===== src/rtl/sar_pkg.sv =====
package sar_pkg;
  typedef enum logic [1:0] {
    ST_IDLE   = 2'd0,
    ST_FRAMED = 2'd1,
    ST_FREE   = 2'd2
  } rx_state_e;

  // Index width for a sample counter that must reach max(word, char+2) values
  function automatic int idx_bits(input int word_w, input int char_w);
    int m;
    m = (word_w > char_w + 2) ? word_w : char_w + 2;
    return $clog2(m);
  endfunction
endpackage


===== src/rtl/sar_phase.sv =====
module sar_phase #(
  parameter int IDX_W = 5,
  parameter int LAST  = 31
) (
  input  logic             clk,
  input  logic             rst_n,
  input  logic             clear,
  input  logic             tick,
  input  logic             active,
  output logic             sample_evt,
  output logic [IDX_W-1:0] idx
);
  logic ph;

  assign sample_evt = tick & active & ~ph;

  always_ff @(posedge clk) begin
    if (!rst_n || clear) begin
      ph  <= 1'b0;
      idx <= '0;
    end else if (tick && active) begin
      ph <= ~ph;
      if (!ph) idx <= (idx == IDX_W'(LAST)) ? '0 : idx + 1'b1;
    end
  end
endmodule


===== src/rtl/sar_ctrl.sv =====
module sar_ctrl
  import sar_pkg::*;
#(
  parameter int IDX_W  = 5,
  parameter int CHAR_W = 8,
  parameter int WORD_W = 32
) (
  input  logic             clk,
  input  logic             rst_n,
  input  logic             enable,
  input  logic             mode,
  input  logic             en_rise,
  input  logic             restart,
  input  logic             fall_edge,
  input  logic             rx_in,
  input  logic             sample_evt,
  input  logic [IDX_W-1:0] idx,
  output logic             clear,
  output logic             active,
  output logic             shift_en,
  output logic             deliver,
  output logic             glitch,
  output logic             stop_we,
  output logic             free_mode
);
  localparam logic [IDX_W-1:0] STOP_IDX = IDX_W'(CHAR_W + 1);
  localparam logic [IDX_W-1:0] LAST_BIT = IDX_W'(CHAR_W);
  localparam logic [IDX_W-1:0] WORD_END = IDX_W'(WORD_W - 1);

  rx_state_e state, nxt;
  logic lock, ok, framed, frame_end, free_end, data_idx;

  assign framed    = (state == ST_FRAMED);
  assign free_mode = (state == ST_FREE);
  assign active    = (state != ST_IDLE);
  assign lock      = enable & mode & (en_rise | restart);
  assign ok        = enable & ~lock;
  assign data_idx  = (idx != '0) && (idx <= LAST_BIT);
  assign glitch    = sample_evt & framed & (idx == '0) & rx_in;
  assign frame_end = sample_evt & framed & (idx == STOP_IDX);
  assign free_end  = sample_evt & free_mode & (idx == WORD_END);
  assign deliver   = ok & (frame_end | free_end);
  assign stop_we   = ok & frame_end;
  assign shift_en  = ok & sample_evt & ((framed & data_idx) | free_mode);

  always_comb begin
    nxt   = state;
    clear = 1'b0;
    if (!enable) begin
      nxt = ST_IDLE;
    end else if (lock) begin
      nxt   = ST_FREE;
      clear = 1'b1;
    end else begin
      unique case (state)
        ST_IDLE: if (!mode && fall_edge) begin
          nxt   = ST_FRAMED;
          clear = 1'b1;
        end
        ST_FRAMED: if (glitch || frame_end) nxt = ST_IDLE;
        ST_FREE:   if (!mode) nxt = ST_IDLE;
        default:   nxt = ST_IDLE;
      endcase
    end
  end

  always_ff @(posedge clk) begin
    if (!rst_n) state <= ST_IDLE;
    else        state <= nxt;
  end
endmodule


===== src/rtl/sar_shift.sv =====
module sar_shift #(
  parameter int WORD_W = 32
) (
  input  logic              clk,
  input  logic              rst_n,
  input  logic              clear,
  input  logic              shift_en,
  input  logic              bit_in,
  output logic [WORD_W-1:0] sh
);
  always_ff @(posedge clk) begin
    if (!rst_n || clear) sh <= '0;
    else if (shift_en)   sh <= {bit_in, sh[WORD_W-1:1]};
  end
endmodule


===== src/rtl/sar_hold.sv =====
module sar_hold #(
  parameter int WORD_W = 32
) (
  input  logic              clk,
  input  logic              rst_n,
  input  logic              deliver,
  input  logic [WORD_W-1:0] word_in,
  input  logic              stop_we,
  input  logic              stop_in,
  input  logic              rd,
  output logic              rdy,
  output logic [WORD_W-1:0] data,
  output logic              stop,
  output logic              ovr,
  output logic              overrun_evt
);
  assign overrun_evt = deliver & rdy & ~rd;

  always_ff @(posedge clk) begin
    if (!rst_n) begin
      rdy  <= 1'b0;
      data <= '0;
      stop <= 1'b1;
      ovr  <= 1'b0;
    end else if (overrun_evt) begin
      ovr <= 1'b1;
    end else if (deliver) begin
      rdy  <= 1'b1;
      data <= word_in;
      if (stop_we) stop <= stop_in;
      if (rd) ovr <= 1'b0;
    end else if (rd) begin
      rdy <= 1'b0;
      ovr <= 1'b0;
    end
  end
endmodule


===== src/rtl/sar_rx.sv =====
module sar_rx #(
  parameter int WORD_W = 32,
  parameter int CHAR_W = 8
) (
  input  logic              clk,
  input  logic              rst_n,
  input  logic              rx_in,
  input  logic              half_tick,
  input  logic              rx_en,
  input  logic              sw_mode,
  input  logic              resync,
  input  logic              rd_strobe,
  output logic              rd_ready,
  output logic [WORD_W-1:0] rd_data,
  output logic              rd_stop,
  output logic              rd_overrun
);
  localparam int IDX_W = sar_pkg::idx_bits(WORD_W, CHAR_W);

  logic rx_prev, en_prev, en_rise, fall_edge;
  logic clear, active, shift_en, deliver, glitch, stop_we, free_mode;
  logic sample_evt, overrun_evt;
  logic [IDX_W-1:0]  idx;
  logic [WORD_W-1:0] sh, word_in;

  always_ff @(posedge clk) begin
    if (!rst_n) begin
      rx_prev <= 1'b1;
      en_prev <= 1'b0;
    end else begin
      rx_prev <= rx_in;
      en_prev <= rx_en;
    end
  end

  assign en_rise   = rx_en & ~en_prev;
  assign fall_edge = rx_prev & ~rx_in;
  assign word_in   = free_mode ? {rx_in, sh[WORD_W-1:1]} : (sh >> (WORD_W - CHAR_W));

  sar_phase #(.IDX_W(IDX_W), .LAST(WORD_W - 1)) u_phase (
    .clk(clk), .rst_n(rst_n), .clear(clear), .tick(half_tick),
    .active(active), .sample_evt(sample_evt), .idx(idx)
  );

  sar_ctrl #(.IDX_W(IDX_W), .CHAR_W(CHAR_W), .WORD_W(WORD_W)) u_ctrl (
    .clk(clk), .rst_n(rst_n), .enable(rx_en), .mode(sw_mode),
    .en_rise(en_rise), .restart(resync), .fall_edge(fall_edge),
    .rx_in(rx_in), .sample_evt(sample_evt), .idx(idx),
    .clear(clear), .active(active), .shift_en(shift_en),
    .deliver(deliver), .glitch(glitch), .stop_we(stop_we),
    .free_mode(free_mode)
  );

  sar_shift #(.WORD_W(WORD_W)) u_shift (
    .clk(clk), .rst_n(rst_n), .clear(clear), .shift_en(shift_en),
    .bit_in(rx_in), .sh(sh)
  );

  sar_hold #(.WORD_W(WORD_W)) u_hold (
    .clk(clk), .rst_n(rst_n), .deliver(deliver), .word_in(word_in),
    .stop_we(stop_we), .stop_in(rx_in), .rd(rd_strobe),
    .rdy(rd_ready), .data(rd_data), .stop(rd_stop), .ovr(rd_overrun),
    .overrun_evt(overrun_evt)
  );
endmodule


===== config.mk =====
export PLATFORM = sky130hd
export DESIGN_NAME = sar_rx
export DESIGN_NICKNAME = d
export VERILOG_FILES = /design/src/rtl/sar_pkg.sv /design/src/rtl/sar_phase.sv /design/src/rtl/sar_ctrl.sv /design/src/rtl/sar_shift.sv /design/src/rtl/sar_hold.sv /design/src/rtl/sar_rx.sv
export SDC_FILE = /design/constraint.sdc
export NUM_CORES = 1
export LEC_CHECK = 0
export ABC_AREA = 0
export BUFFER_PORTS_ARGS = -buffer_cell sky130_fd_sc_hd__buf_4
export CAP_MARGIN = 20
export CORE_MARGIN = 1
export CORE_UTILIZATION = 35
export CTS_CLUSTER_SIZE = 24
export DETAILED_ROUTE_END_ITERATION = 10
export SYNTH_ARGS = -nofsm -noshare
export SYNTH_HDL_FRONTEND = slang
export SYNTH_SLANG_ARGS = --single-unit

===== constraint.sdc =====
create_clock -name clk -period 3.22 [get_ports clk]
set_input_delay 0.161 -clock clk [delete_from_list [all_inputs] [get_ports clk]]
set_output_delay 0.161 -clock clk [all_outputs]
set_load 0.02 [all_outputs]

Word level (Yosys, flattened, before mapping)

Index checks and enable logic that the tools add are counted.

Register bits: 77
Bits in latches: 0
RAM bits: 0
ROM bits: 0
Input port bits: 8
Output and inout port bits: 35
Logic and storage cells: 89
Memories kept: 0

$add $sub $neg: 1
Multiply operators: 0
Div/mod/pow operators: 0
Order comparisons: 1
Equality and inequality tests: 10
Shift-type cells: 0
Muxes and demuxes: 14
Bitwise gates (word level): 31
Reductions and logical operators: 21

Operator list:

| operator              | count |
|---|---|
| $mux W32              | 1 |
| $and A1 B1 Y1         | 20 |
| $reduce_and A3 Y1     | 3 |
| $mux W2               | 4 |
| $not A1 Y1            | 8 |
| $reduce_and A2 Y1     | 4 |
| $mux W1               | 7 |
| $ne A3 B2 Y1 const B  | 2 |
| $pmux W2 S3           | 1 |
| $reduce_bool A2 Y1    | 3 |
| $add A5 B1 Y5 const B | 1 |
| $eq A5 B4 Y1 const B  | 1 |
| $eq A5 B5 Y1 const B  | 1 |
| $le A5 B4 Y1 const B  | 1 |
| $logic_not A5 Y1      | 1 |
| $mux W5               | 1 |
| $reduce_bool A5 Y1    | 1 |
| $ne A2 B2 Y1 const B  | 2 |
| $logic_and A1 B1 Y1   | 3 |
| $ne A3 B1 Y1 const B  | 1 |
| $or A1 B1 Y1          | 3 |
| $reduce_or A3 Y1      | 1 |
| $eq A2 B1 Y1 const B  | 1 |
| $eq A2 B2 Y1 const B  | 1 |
| other kinds (4)       | 6 |

Longest topological paths before layout

Depth after elaboration: 11
Mapped depth: 10
Depth with buffers taken out: 8

By module

Synthesis repeated with hierarchy kept, for this count alone.

Cells, all modules: 361
Area, all modules: 3,469.6 um^2

Modules (own cells, without submodules):

| module    | times used | cells each | area an instance (um^2) | seq. area each (um^2) |
|---|---|---|---|---|
| sar_hold  | 1          | 153        | 1,435.1                 | 700.7 |
| sar_shift | 1          | 104        | 1,173.6                 | 640.6 |
| sar_rx    | 1          | 41         | 354.1                   | 40.0 |
| sar_phase | 1          | 31         | 290.3                   | 120.1 |
| sar_ctrl  | 1          | 32         | 216.5                   | 40.0 |

Least setup slack after synthesis

OpenSTA, ideal clock, no wires.

Path type: flip-flop to flip-flop
From: reg u_phase.idx[2]
To: reg u_hold.stop
Arrival: 1,864 ps
Required time: 3,097 ps
Setup slack: 1,233 ps
Stages on the path, launching flop included: 10
Buffers on the path: 2
Clock period less this slack: 1,987 ps
Cell sequence: dfxtp_1 clkbuf_1 and3_1 ha_1 nand3b_1 o31ai_4 and3_1 buf_2 nand3_1 mux2_1

Longest elaborated chain between the ends: 8
Elaborated cells between the ends (all ways): 11
Classes of those cells: 2 x eq/ne; 8 x bitwise; 1 x reduce/logical

RTL lines:

| item                                         | line                           | source |
|---|---|---|
| from (decl)                                  | sar_phase.sv:11                | `output logic [IDX_W-1:0] idx` |
| from (signal assigned)                       | sar_phase.sv:23                | `if (!ph) idx <= (idx == IDX_W'(LAST)) ? '0 : idx + 1'b1;` |
| $eq A5 B4 Y1 or $eq A5 B5 Y1 (tied branches) | sar_ctrl.sv:40, sar_ctrl.sv:41 |  |
| $and A1 B1 Y1 (on tied branches)             | sar_ctrl.sv:40, sar_ctrl.sv:41 |  |
| $or A1 B1 Y1                                 | sar_ctrl.sv:42                 | `assign deliver = ok & (frame_end \| free_end);` |
| $and A1 B1 Y1                                | sar_ctrl.sv:42                 |  |
| $and A1 B1 Y1 (2 in a row)                   | sar_hold.sv:17                 | `assign overrun_evt = deliver & rdy & ~rd;` |
| $not A1 Y1 (no source line)                  | n/a                            |  |
| $reduce_and A3 Y1 (no source line) (*)       | n/a                            |  |
| to (signal assigned)                         | sar_hold.sv:30                 | `if (stop_we) stop <= stop_in;` |
| to (decl)                                    | sar_hold.sv:13                 | `output logic stop,` |

Every way passes the cells marked *; elsewhere a longest branch is shown, timed or not.
A chain may end at the register's enable or synchronous reset.

Final worst setup path

From: reg u_phase.idx[0]
To: reg u_hold.stop

The elaborated chain is that of the path after synthesis.

==> out/metrics.yaml <==
outcome: "finished, final reports clean"
antenna_found_initial: 0
cts.path.max_buffers: 2
synthArstFlopShare: 0
synth_ff_type: "dfxtp_1"
cp-startpoint: "u_phase.idx[0]"
synthCells: 327
start_util: 0.3684
multiInputGateArea_mm2: 0.001445
ys_top_cells_by_area: "dfxtp_1 50%, mux2i_1 13%, nand2_1 8.9%"
cts-hold-fix-buffers: 1
layout_min_cycle_time_ps: 2518
cp_data_arrival_time_ps: 2740
clock_sinks: 76
worstSetupPathType: "reg -> reg"
routed_via_density: 4.998
vdd_drop_max_mv: 0.2350
die_h_um: 95.70
tightestPinTransition_ps: 610.0
h-tree-depth: 3
vias: 2359
max_freq_ghz: 0.3972
synth-seq-cells: 76
place.gp.congestion: 0.7513
netlist_area_mm2: 0.003073
syn_nets: 339
fill_cells: 834
post_cts_buffers: 0
grt_first_pass_wirelength_mm: 10.38
rrSetupSlack_ps: 700
ys_seq_area_frac: 0.4951
ios: 43
hold_violations: 0
synth-compound-area-share: 0.1291
dpl.hpwl_mm: 4.162
setup_violations: 0
route.detailed.drc: 0
wl_mm: 6.350
synthAdderAreaFrac: 0.01629
reg2reg_depth: 8
clock_latency_ps: 340
nets: 376
synth_edf_count: 0
synth_warnings: 0
drt_iter0_markers: 97
synth_top_cell_by_area: "dfxtp_1"
endpoint_kind: "register"
numCtsBuffers: 9
dieArea_mm2: 0.009158
crit_path_end: "u_hold.stop"
seqCellArea_mm2: 0.001521
routedWlPerCell_um: 13.45
drive_gt1_frac: 0.1826
cts_resized: 0
tns_ps: 0
dr.pass1.iters: 6
worstPathMaxFanout: 17
hold_class: "in -> reg"
dieWidth_um: 95.70
port_buffers: 42
synth_top_family_by_area: "simple AND/OR/NAND/NOR gates"
dpl_cell_area_mm2: 0.003486
slew_violations: 0
syn_avg_cell_area_um2: 9.397
power.leakage_nw: 1.632
r2r_start: "u_phase.idx[0]"
netlist.area_leader.share: 0.4951
fp.coreArea_mm2: 0.008341
cts.reportedPaths.clkPinSlew_ps: 70
crit_required_ps: 3440
synthMuxAreaShare: 0.1307
ant_nets: 0
cap_violations: 0
fin_skew_ps: 12.29
rsz0062_at_grt: "false"
num_rows: 33
synthToLayoutAreaGrowth_pct: 18.81
synth_xor_area_frac: 0.002850
p_total_mw: 1.599
grt_start_max_net_pins: 40
overflow: 0
stdcell_area_mm2: 0.003651
synth_simple_gate_area_frac: 0.1869
grt_usage: 0.1491
power.density_mw_per_mm2: 437.8
synth.distinct_cells: 32
root_buffer: "clkbuf_8"
first_global_vias: 2189
finalCritPeriodShare: 0.7819
maxSlewHeadroom: 0.5933
cts_tree: "done"
hold_depth: 2
start_kind: "register"
antenna_cells: 0
worst_r2r_endpoint: "u_hold.stop"
-- cell usage in the layout (no fill, tap or decap), drive strengths merged --
cell type    synthesis  routed
a2111oi              1       1
a21boi              25      25
a21oi                6       6
a31oi                3       3
and2                 1       1
and3                 3       3
buf                  9      48
clkbuf              14       9
clkinv               0       4
clkinvlp             0       1
dfxtp               76      76
dlygate4sd3          0       1
ha                   4       4
inv                  4       4
mux2                 1       1
mux2i               39      39
nand2               73      73
nand2b               5       5
nand3               30      30
nand3b               1       1
nor2                 6       6
nor3                 2       2
nor3b                3       3
nor4b                1       1
o2111ai              1       1
o211a                9       9
o21ai                5       5
o31ai                1       1
or2                  1       1
or3b                 1       1
or4                  1       1
xnor2                1       1
-- registers in the layout, indices dropped and copies added, names as in the netlist --
| name | count |
|---|---|
| u_hold.ovr | 1 |
| u_phase.ph | 1 |
| u_hold.data | 32 |
| u_ctrl.state | 2 |
| u_phase.idx | 5 |
| u_hold.stop | 1 |
| u_hold.rdy | 1 |
| en_prev | 1 |
| u_shift.sh | 31 |
| rx_prev | 1 |
-- synthesized netlist by cell type (2+ instances only) --
master    number
ha_1           4
nand2_1       73
nor3_1         2
dfxtp_1       76
clkbuf_1      14
a21boi_1      24
buf_4          3
o211a_1        9
nand3_1       30
o21ai_0        3
o21ai_1        2
nor3b_1        3
nor2_1         6
buf_2          6
mux2i_1       39
and3_1         3
a31oi_1        3
nand2b_1       5
a21oi_1        6
inv_1          4
-- where the power goes --
group | total (mW) | switching (mW) | internal (mW) | leakage (nW)
clock network | 0.596 | 0.328 | 0.268 | 0.0807
logic | 0.0581 | 0.0368 | 0.0213 | 0.939
registers | 0.944 | 0.00252 | 0.942 | 0.613
total | 1.60 | 0.367 | 1.23 | 1.63
-- worst min path at each step --
| stage | from | to | slack, ps |
|---|---|---|---|
| 2_1_floorplan | rd_strobe | u_hold.ovr | 240 |
| 4_1_cts | sw_mode | u_ctrl.state[1] | 80 |
| 3_5_place_dp | rd_strobe | u_hold.ovr | 340 |
| 6_report | sw_mode | u_ctrl.state[1] | 100 |
| 5_1_grt | sw_mode | u_ctrl.state[1] | 90 |
| 3_3_place_gp | rd_strobe | u_hold.ovr | 340 |
-- cell families (layout without fill, tap and decap cells) --
kind of cell / count (synthesis) / in the layout
buffers and inverters: 27 / 67
multiplexers: 40 / 40
AO/OA/AOI/OAI: 51 / 51
XOR/XNOR: 1 / 1
adder cells (fa/ha/maj): 4 / 4
AND/OR/NAND/NOR: 128 / 128
flip-flops: 76 / 76
-- metal layers --
| metal | global-route usage | wire [µm] | up-vias |
|---|---|---|---|
| met2 | 0.2387 | 2963 | 44 |
| li1 | - | - | 1200 |
| met1 | 0.1850 | 3016 | 1104 |
| met5 | 0 | 0 | - |
| met4 | 0.06095 | 149 | 0 |
| met3 | 0.04818 | 220 | 11 |
-- worst max-delay path: stages, from the launching register on --
cell      delay, ps
dfxtp_1         450
ha_1            210
and3_1          170
ha_1            250
nand3b_1        160
o31ai_4         100
and3_1          590
nand3_1         160
mux2_1          330
-- cell type report --
type,count,share of cell area
Clock buffer,9,0.03393
Sequential cell,76,0.4167
Timing Repair Buffer,49,0.1049
Multi-Input combinational cell,224,0.3958
Clock inverter,5,0.008568
Tap cell,105,0.03598
Inverter,4,0.004112
-- stage by stage --
stage | worst slack (ps) | hold slack (ps) | utilization | std cells
after detailed placement | 722.7 | 344.5 | 0.4179 | 457
after floorplan | 1233 | 237.1 | - | 327
after global placement | 837.1 | 340.5 | 0.4179 | 457
after global routing | 407.0 | 85.10 | 0.4377 | 472
final | 702.3 | 96.95 | 0.4377 | 472
after CTS | 698.4 | 76.08 | 0.4377 | 472
Note: power is estimated with default switching activity, not from simulation.
